### src/rtl/i2cmon_pkg.sv
package i2cmon_pkg;

    localparam int IRQ_N   = 4;
    localparam int IRQ_TX  = 0;
    localparam int IRQ_RX  = 1;
    localparam int IRQ_ARB = 2;
    localparam int IRQ_GC  = 3;

    typedef enum logic [1:0] {
        BUS_IDLE    = 2'd0,
        BUS_FOREIGN = 2'd1,
        BUS_OWN     = 2'd2
    } bus_state_e;

endpackage

### src/rtl/i2cmon_cond.sv
module i2cmon_cond #(
    parameter int SYNC_STAGES = 2
) (
    input  logic clk,
    input  logic rst_n,
    input  logic scl_in,
    input  logic sda_in,
    output logic start_pulse,
    output logic stop_pulse
);

    localparam int LAST = SYNC_STAGES - 1;

    logic [SYNC_STAGES-1:0] scl_q;
    logic [SYNC_STAGES-1:0] sda_q;
    logic                   scl_s;
    logic                   sda_s;
    logic                   scl_d;
    logic                   sda_d;

    // synchronizer chain, one flop per stage
    for (genvar i = 0; i < SYNC_STAGES; i++) begin : g_sync
        if (i == 0) begin : g_first
            always_ff @(posedge clk or negedge rst_n) begin
                if (!rst_n) begin
                    scl_q[i] <= 1'b1;
                    sda_q[i] <= 1'b1;
                end else begin
                    scl_q[i] <= scl_in;
                    sda_q[i] <= sda_in;
                end
            end
        end else begin : g_next
            always_ff @(posedge clk or negedge rst_n) begin
                if (!rst_n) begin
                    scl_q[i] <= 1'b1;
                    sda_q[i] <= 1'b1;
                end else begin
                    scl_q[i] <= scl_q[i-1];
                    sda_q[i] <= sda_q[i-1];
                end
            end
        end
    end

    assign scl_s = scl_q[LAST];
    assign sda_s = sda_q[LAST];

    always_ff @(posedge clk or negedge rst_n) begin
        if (!rst_n) begin
            scl_d <= 1'b1;
            sda_d <= 1'b1;
        end else begin
            scl_d <= scl_s;
            sda_d <= sda_s;
        end
    end

    // SCL must be high on both sides of the SDA edge
    always_comb begin
        start_pulse = scl_s & scl_d &  sda_d & ~sda_s;
        stop_pulse  = scl_s & scl_d & ~sda_d &  sda_s;
    end

    assert_start_single_R2: assert property (@(posedge clk) disable iff (!rst_n)
        start_pulse |=> !start_pulse);
    assert_stop_single_R2: assert property (@(posedge clk) disable iff (!rst_n)
        stop_pulse |=> !stop_pulse);

endmodule

### src/rtl/i2cmon_bus_fsm.sv
module i2cmon_bus_fsm
    import i2cmon_pkg::*;
(
    input  logic clk,
    input  logic rst_n,
    input  logic start_pulse,
    input  logic stop_pulse,
    input  logic own_active,
    output logic busy_foreign
);

    bus_state_e state_q;
    bus_state_e state_d;

    always_ff @(posedge clk or negedge rst_n) begin
        if (!rst_n) state_q <= BUS_IDLE;
        else        state_q <= state_d;
    end

    always_comb begin
        state_d = state_q;
        unique case (state_q)
            BUS_IDLE: begin
                if (start_pulse) state_d = own_active ? BUS_OWN : BUS_FOREIGN;
            end
            BUS_FOREIGN: begin
                if (stop_pulse)      state_d = BUS_IDLE;
                else if (own_active) state_d = BUS_OWN;
            end
            BUS_OWN: begin
                if (stop_pulse)       state_d = BUS_IDLE;
                else if (!own_active) state_d = BUS_FOREIGN;
            end
            default: state_d = BUS_IDLE;
        endcase
    end

    always_comb begin
        unique case (state_q)
            BUS_FOREIGN: busy_foreign = 1'b1;
            default:     busy_foreign = 1'b0;
        endcase
    end

    assert_stop_frees_R2: assert property (@(posedge clk) disable iff (!rst_n)
        stop_pulse |=> !busy_foreign);
    assert_start_foreign_R2: assert property (@(posedge clk) disable iff (!rst_n)
        (start_pulse && !own_active) |=> busy_foreign);
    assert_own_not_busy_R3: assert property (@(posedge clk) disable iff (!rst_n)
        (busy_foreign && own_active) |=> !busy_foreign);

endmodule

### src/rtl/i2cmon_irq.sv
module i2cmon_irq
    import i2cmon_pkg::*;
(
    input  logic             clk,
    input  logic             rst_n,
    input  logic             mode_master,
    input  logic             ev_tx_done,
    input  logic             ev_rx_done,
    input  logic             ev_arb_lost,
    input  logic             ev_gen_call,
    input  logic [IRQ_N-1:0] irq_en,
    input  logic [IRQ_N-1:0] irq_clr,
    output logic [IRQ_N-1:0] irq_flags,
    output logic             irq_req
);

    logic [IRQ_N-1:0] set_vec;

    always_comb begin
        set_vec          = '0;
        set_vec[IRQ_TX]  = ev_tx_done;
        set_vec[IRQ_RX]  = ev_rx_done;
        set_vec[IRQ_ARB] = ev_arb_lost &  mode_master;
        set_vec[IRQ_GC]  = ev_gen_call & ~mode_master;
    end

    // a set in the same cycle as a clear wins
    for (genvar i = 0; i < IRQ_N; i++) begin : g_flag
        always_ff @(posedge clk or negedge rst_n) begin
            if (!rst_n)          irq_flags[i] <= 1'b0;
            else if (set_vec[i]) irq_flags[i] <= 1'b1;
            else if (irq_clr[i]) irq_flags[i] <= 1'b0;
        end
    end

    assign irq_req = |(irq_flags & irq_en);

    assert_tx_sets_R5: assert property (@(posedge clk) disable iff (!rst_n)
        ev_tx_done |=> irq_flags[IRQ_TX]);
    assert_rx_sets_R5: assert property (@(posedge clk) disable iff (!rst_n)
        ev_rx_done |=> irq_flags[IRQ_RX]);
    assert_arb_slave_R7: assert property (@(posedge clk) disable iff (!rst_n)
        (!mode_master && !irq_flags[IRQ_ARB]) |=> !irq_flags[IRQ_ARB]);
    assert_gc_master_R8: assert property (@(posedge clk) disable iff (!rst_n)
        (mode_master && !irq_flags[IRQ_GC]) |=> !irq_flags[IRQ_GC]);

endmodule

### src/rtl/i2cmon_top.sv
module i2cmon_top
    import i2cmon_pkg::*;
#(
    parameter int SYNC_STAGES = 2
) (
    input  logic             clk,
    input  logic             rst_n,
    input  logic             scl_in,
    input  logic             sda_in,
    input  logic             mode_master,
    input  logic             own_active,
    input  logic [IRQ_N-1:0] irq_en,
    input  logic [IRQ_N-1:0] irq_clr,
    input  logic             ev_tx_done,
    input  logic             ev_rx_done,
    input  logic             ev_arb_lost,
    input  logic             ev_gen_call,
    input  logic             ev_ack_valid,
    input  logic             ev_ack_bit,
    input  logic             ack_send_cfg,
    input  logic             cmd_rd,
    input  logic             cmd_wr,
    output logic             start_rd,
    output logic             start_wr,
    output logic             ack_drive,
    output logic             ack_status,
    output logic             busy_foreign,
    output logic             bus_start,
    output logic             bus_stop,
    output logic [IRQ_N-1:0] irq_flags,
    output logic             irq_req
);

    logic start_pulse;
    logic stop_pulse;
    logic rd_ok;
    logic wr_ok;

    i2cmon_cond #(.SYNC_STAGES(SYNC_STAGES)) u_cond (
        .clk         (clk),
        .rst_n       (rst_n),
        .scl_in      (scl_in),
        .sda_in      (sda_in),
        .start_pulse (start_pulse),
        .stop_pulse  (stop_pulse)
    );

    i2cmon_bus_fsm u_fsm (
        .clk          (clk),
        .rst_n        (rst_n),
        .start_pulse  (start_pulse),
        .stop_pulse   (stop_pulse),
        .own_active   (own_active),
        .busy_foreign (busy_foreign)
    );

    i2cmon_irq u_irq (
        .clk         (clk),
        .rst_n       (rst_n),
        .mode_master (mode_master),
        .ev_tx_done  (ev_tx_done),
        .ev_rx_done  (ev_rx_done),
        .ev_arb_lost (ev_arb_lost),
        .ev_gen_call (ev_gen_call),
        .irq_en      (irq_en),
        .irq_clr     (irq_clr),
        .irq_flags   (irq_flags),
        .irq_req     (irq_req)
    );

    assign bus_start = start_pulse;
    assign bus_stop  = stop_pulse;

    // the slave-mode ACK setting has the opposite sense
    assign ack_drive = mode_master ? ack_send_cfg : ~ack_send_cfg;

    always_ff @(posedge clk or negedge rst_n) begin
        if (!rst_n)            ack_status <= 1'b1;
        else if (ev_ack_valid) ack_status <= ev_ack_bit;
    end

    // conflicting or slave-mode commands are dropped
    always_comb begin
        rd_ok = mode_master & cmd_rd & ~cmd_wr;
        wr_ok = mode_master & cmd_wr & ~cmd_rd;
    end

    always_ff @(posedge clk or negedge rst_n) begin
        if (!rst_n) begin
            start_rd <= 1'b0;
            start_wr <= 1'b0;
        end else begin
            start_rd <= rd_ok;
            start_wr <= wr_ok;
        end
    end

    assert_ack_capture_R9: assert property (@(posedge clk) disable iff (!rst_n)
        ev_ack_valid |=> (ack_status == $past(ev_ack_bit)));
    assert_ack_hold_R9: assert property (@(posedge clk) disable iff (!rst_n)
        !ev_ack_valid |=> $stable(ack_status));
    assert_rd_strobe_R11: assert property (@(posedge clk) disable iff (!rst_n)
        (mode_master && cmd_rd && !cmd_wr) |=> (start_rd && !start_wr));
    assert_slave_cmd_R12: assert property (@(posedge clk) disable iff (!rst_n)
        (!mode_master && (cmd_rd || cmd_wr)) |=> !(start_rd || start_wr));

endmodule

### config.mk
export PLATFORM = sky130hd
export DESIGN_NAME = i2cmon_top
export DESIGN_NICKNAME = d
export VERILOG_FILES = /design/src/rtl/i2cmon_pkg.sv /design/src/rtl/i2cmon_cond.sv /design/src/rtl/i2cmon_bus_fsm.sv /design/src/rtl/i2cmon_irq.sv /design/src/rtl/i2cmon_top.sv
export SDC_FILE = /design/constraint.sdc
export NUM_CORES = 1
export LEC_CHECK = 0
export ABC_AREA = 1
export BUFFER_PORTS_ARGS = -buffer_cell sky130_fd_sc_hd__buf_2
export CAP_MARGIN = 10
export CORE_UTILIZATION = 41
export CTS_CLUSTER_DIAMETER = 30
export CTS_CLUSTER_SIZE = 40
export DETAILED_ROUTE_END_ITERATION = 10
export PLACE_DENSITY = 0.75
export SLEW_MARGIN = 20
export SYNTH_ARGS = -nofsm -noshare
export SYNTH_HDL_FRONTEND = slang
export SYNTH_HIERARCHICAL = 1
export SYNTH_SLANG_ARGS = --single-unit
### constraint.sdc
create_clock -name clk -period 1.3 [get_ports clk]
set_input_delay 0.195 -clock clk [delete_from_list [all_inputs] [get_ports clk]]
set_output_delay 0.195 -clock clk [all_outputs]
set_load 0.02 [all_outputs]
==> run summary <==
status: complete, but fails checks
failing checks: negative setup slack
critical path fanouts, max: 2
Starting Density: 0.464
CP Class: flop to output port
initial antenna violation count: 0
Final GP Congestion: 0.619
Synth top area share: 0.316
Netlist cell types: 11
Regs by FF count: u_irq/irq_flags: 4 flops, u_fsm/state_q: 2 flops
WL final: 1.40 mm
Max rail drop VDD: 0.852 mV
syn_nets: 99
crit path max-delay cell type: dfstp_2
Final nets: 144
chip height: 41.3 um
global route overflow: 0
worst setup margin: -0.0473 ns
CP top delay family: flip-flops
Biggest register: u_irq/irq_flags
First-pass DRT Iterations: 4
clock-pin slew on the worst setup and hold paths: 0.09 ns
CP startpoint kind: flop
footprint of the multi-input gates: 213 um^2
RR Startpoint: u_cond/sda_d$_DFF_PN1_
upper clock frequency limit: 0.742 GHz
setup TNS: -0.0624 ns
HPWL after DPL: 941 um
most numerous cell in the Yosys netlist: nand2_1
ys async rst share: 1.00
area delta synth->final: 48.9%
Fillers: 128
Synth area leader: dfrtp_1
core area: 1370 um^2
sequential fraction of the synthesis area: 0.606
final hold vios: 0
Final Cycle Share: 1.04
CP bufs+invs: 1
FP Rows: 13
Most used DFF post-synth: dfrtp_1
global-route wire length before repair: 1.89 mm
worst clock skew: 0.00236 ns
Sink Count: 15
Synth Cell Area: 634 um^2
CTS max path bufs: 2
Hold Path Origin: scl_in
max FFs per register: 4
power per cell area: 1270 nW/um^2
Synth Register Bits: 15
I/O pin count: 35
Pleak: 0.552 nW
Remaining DRCs: 0
Crit path arrival time: 1.15 ns
number of buffers created by CTS: 3
number of synthesized flops with an enable pin: 0
number of global-route vias before repair: 492
CP Capture Type: output port
Die X-Extent: 41.3 um
Root Driver: clkbuf_4
WL/cell: 10.4 um
Final Setup Violations: 3
worst-margin pin slew: 0.315 ns
largest net degree at the start of global routing: 16
max incr delay on CP: 0.56 ns
Pwr Total: 1.20 mW
vias: 617
later-pin clock latency in the skew report: 0.27 ns
total track usage: 0.174
die area: 1710 um^2
share of cells above drive strength 1: 0.475
Req. time, crit path: 1.11 ns
Layout Cells excl Fill: 135
Syn Area/Cell: 8.35 um^2
Syn. warnings: 6
antenna-violating nets left: 0
Max Cap Viol: 0
Hold WC Path Type: input pin to flop
top post-synthesis cells by area: dfrtp_1 32%, dfstp_2 29%, nand2_1 15%
CTS tree: built
quantity of I/O buffers inserted on ports: 34
Slew HR: 0.790
CP Launch Point: u_cond/scl_s$_DFF_PN1_
ant diodes: 0
critical-path cell list: nand2_4 > nor2_4 > buf_6
DR vias/cell: 4.57
Initial DRC Count: 7
Slew Viols, Final: 0
Final Critical Period: 1.35 ns
register area: 384 um^2
H-tree depth: 1
Mapped Cells: 76
Synth top cells by count: 26 x nand2_1, 18 x inv_1, 8 x dfrtp_1, 8 x nor2_1, 7 x dfstp_2
unrepaired setup endpoints after global routing: yes
Placed Cells incl. Taps: 125
==> area by class of cell <==
type                       instances  share of cell area
multi-input combinational         43               0.225
timing repair buffer              40               0.249
clock buffer                       4              0.0278
inverter                          18              0.0715
tap                               15              0.0199
sequential                        15               0.407
==> cells by family after synthesis <==
kind of cell           share of synthesized area
and+or+nand+nor                            0.227
DFF                                        0.606
buffers and inverters                      0.107
AOI/OAI and AO/OA                         0.0611
==> repair_timing <==
item	CTS	global route
pin swaps	4	6
hold buffers	1	1
cloned	0	0
gates resized for setup	10	4
setup buffers	2	2
hold endpoints to repair	8	1
setup endpoints to repair	2	6
==> layout by cell type, fill, tap and decap left out, drive strengths merged <==
master / n
nand3: 2
nor2: 8
clkbuf: 4
buf: 38
inv: 18
a21oi: 1
nand2: 26
o21ai: 3
dfstp: 7
o21bai: 2
dfrtp: 8
nand4: 1
dlygate4sd3: 2
==> stage by stage <==
stage          hold slack [ns]   util  setup slack, ns  area [um^2]
2_1_floorplan           -0.101      -          0.00338          639
3_3_place_gp             0.107  0.606            0.140          828
3_5_place_dp             0.109  0.606           0.0942          828
4_1_cts                 0.0112  0.669          -0.0230          915
5_1_grt              -0.000850  0.691          -0.0957          945
6_report                0.0132  0.691          -0.0473          945
==> power breakdown <==
part | internal, mW | switching, mW | total, mW
Sequential | 0.529 | 0.0394 | 0.568
Combinational | 0.156 | 0.221 | 0.377
Clock | 0.119 | 0.136 | 0.255
==> final timing paths <==
path                                           endpoint  slack (ns)  cells past startpoint
hold / removal                u_cond/scl_q[0]$_DFF_PN1_        0.01                      1
min in group asynchronous            start_rd$_DFF_PN0_        0.35                      2
setup / recovery                               bus_stop       -0.05                      3
hold reg to reg                  u_cond/sda_s$_DFF_PN1_        0.36                      0
setup reg to reg           u_fsm/state_q[1]$_DFFE_PN0P_           0                      8
max in group asynchronous        u_cond/scl_s$_DFF_PN1_        0.66                      2
==> layer usage <==
metal / vias up / global-route usage / wire (um)
li1: 309 / - / -
met4: 0 / 0.0726 / 11
met1: 287 / 0.196 / 536
met2: 19 / 0.313 / 802
met5: - / 0 / 0
met3: 2 / 0.0426 / 50
Power figures use the tool's default switching activity.
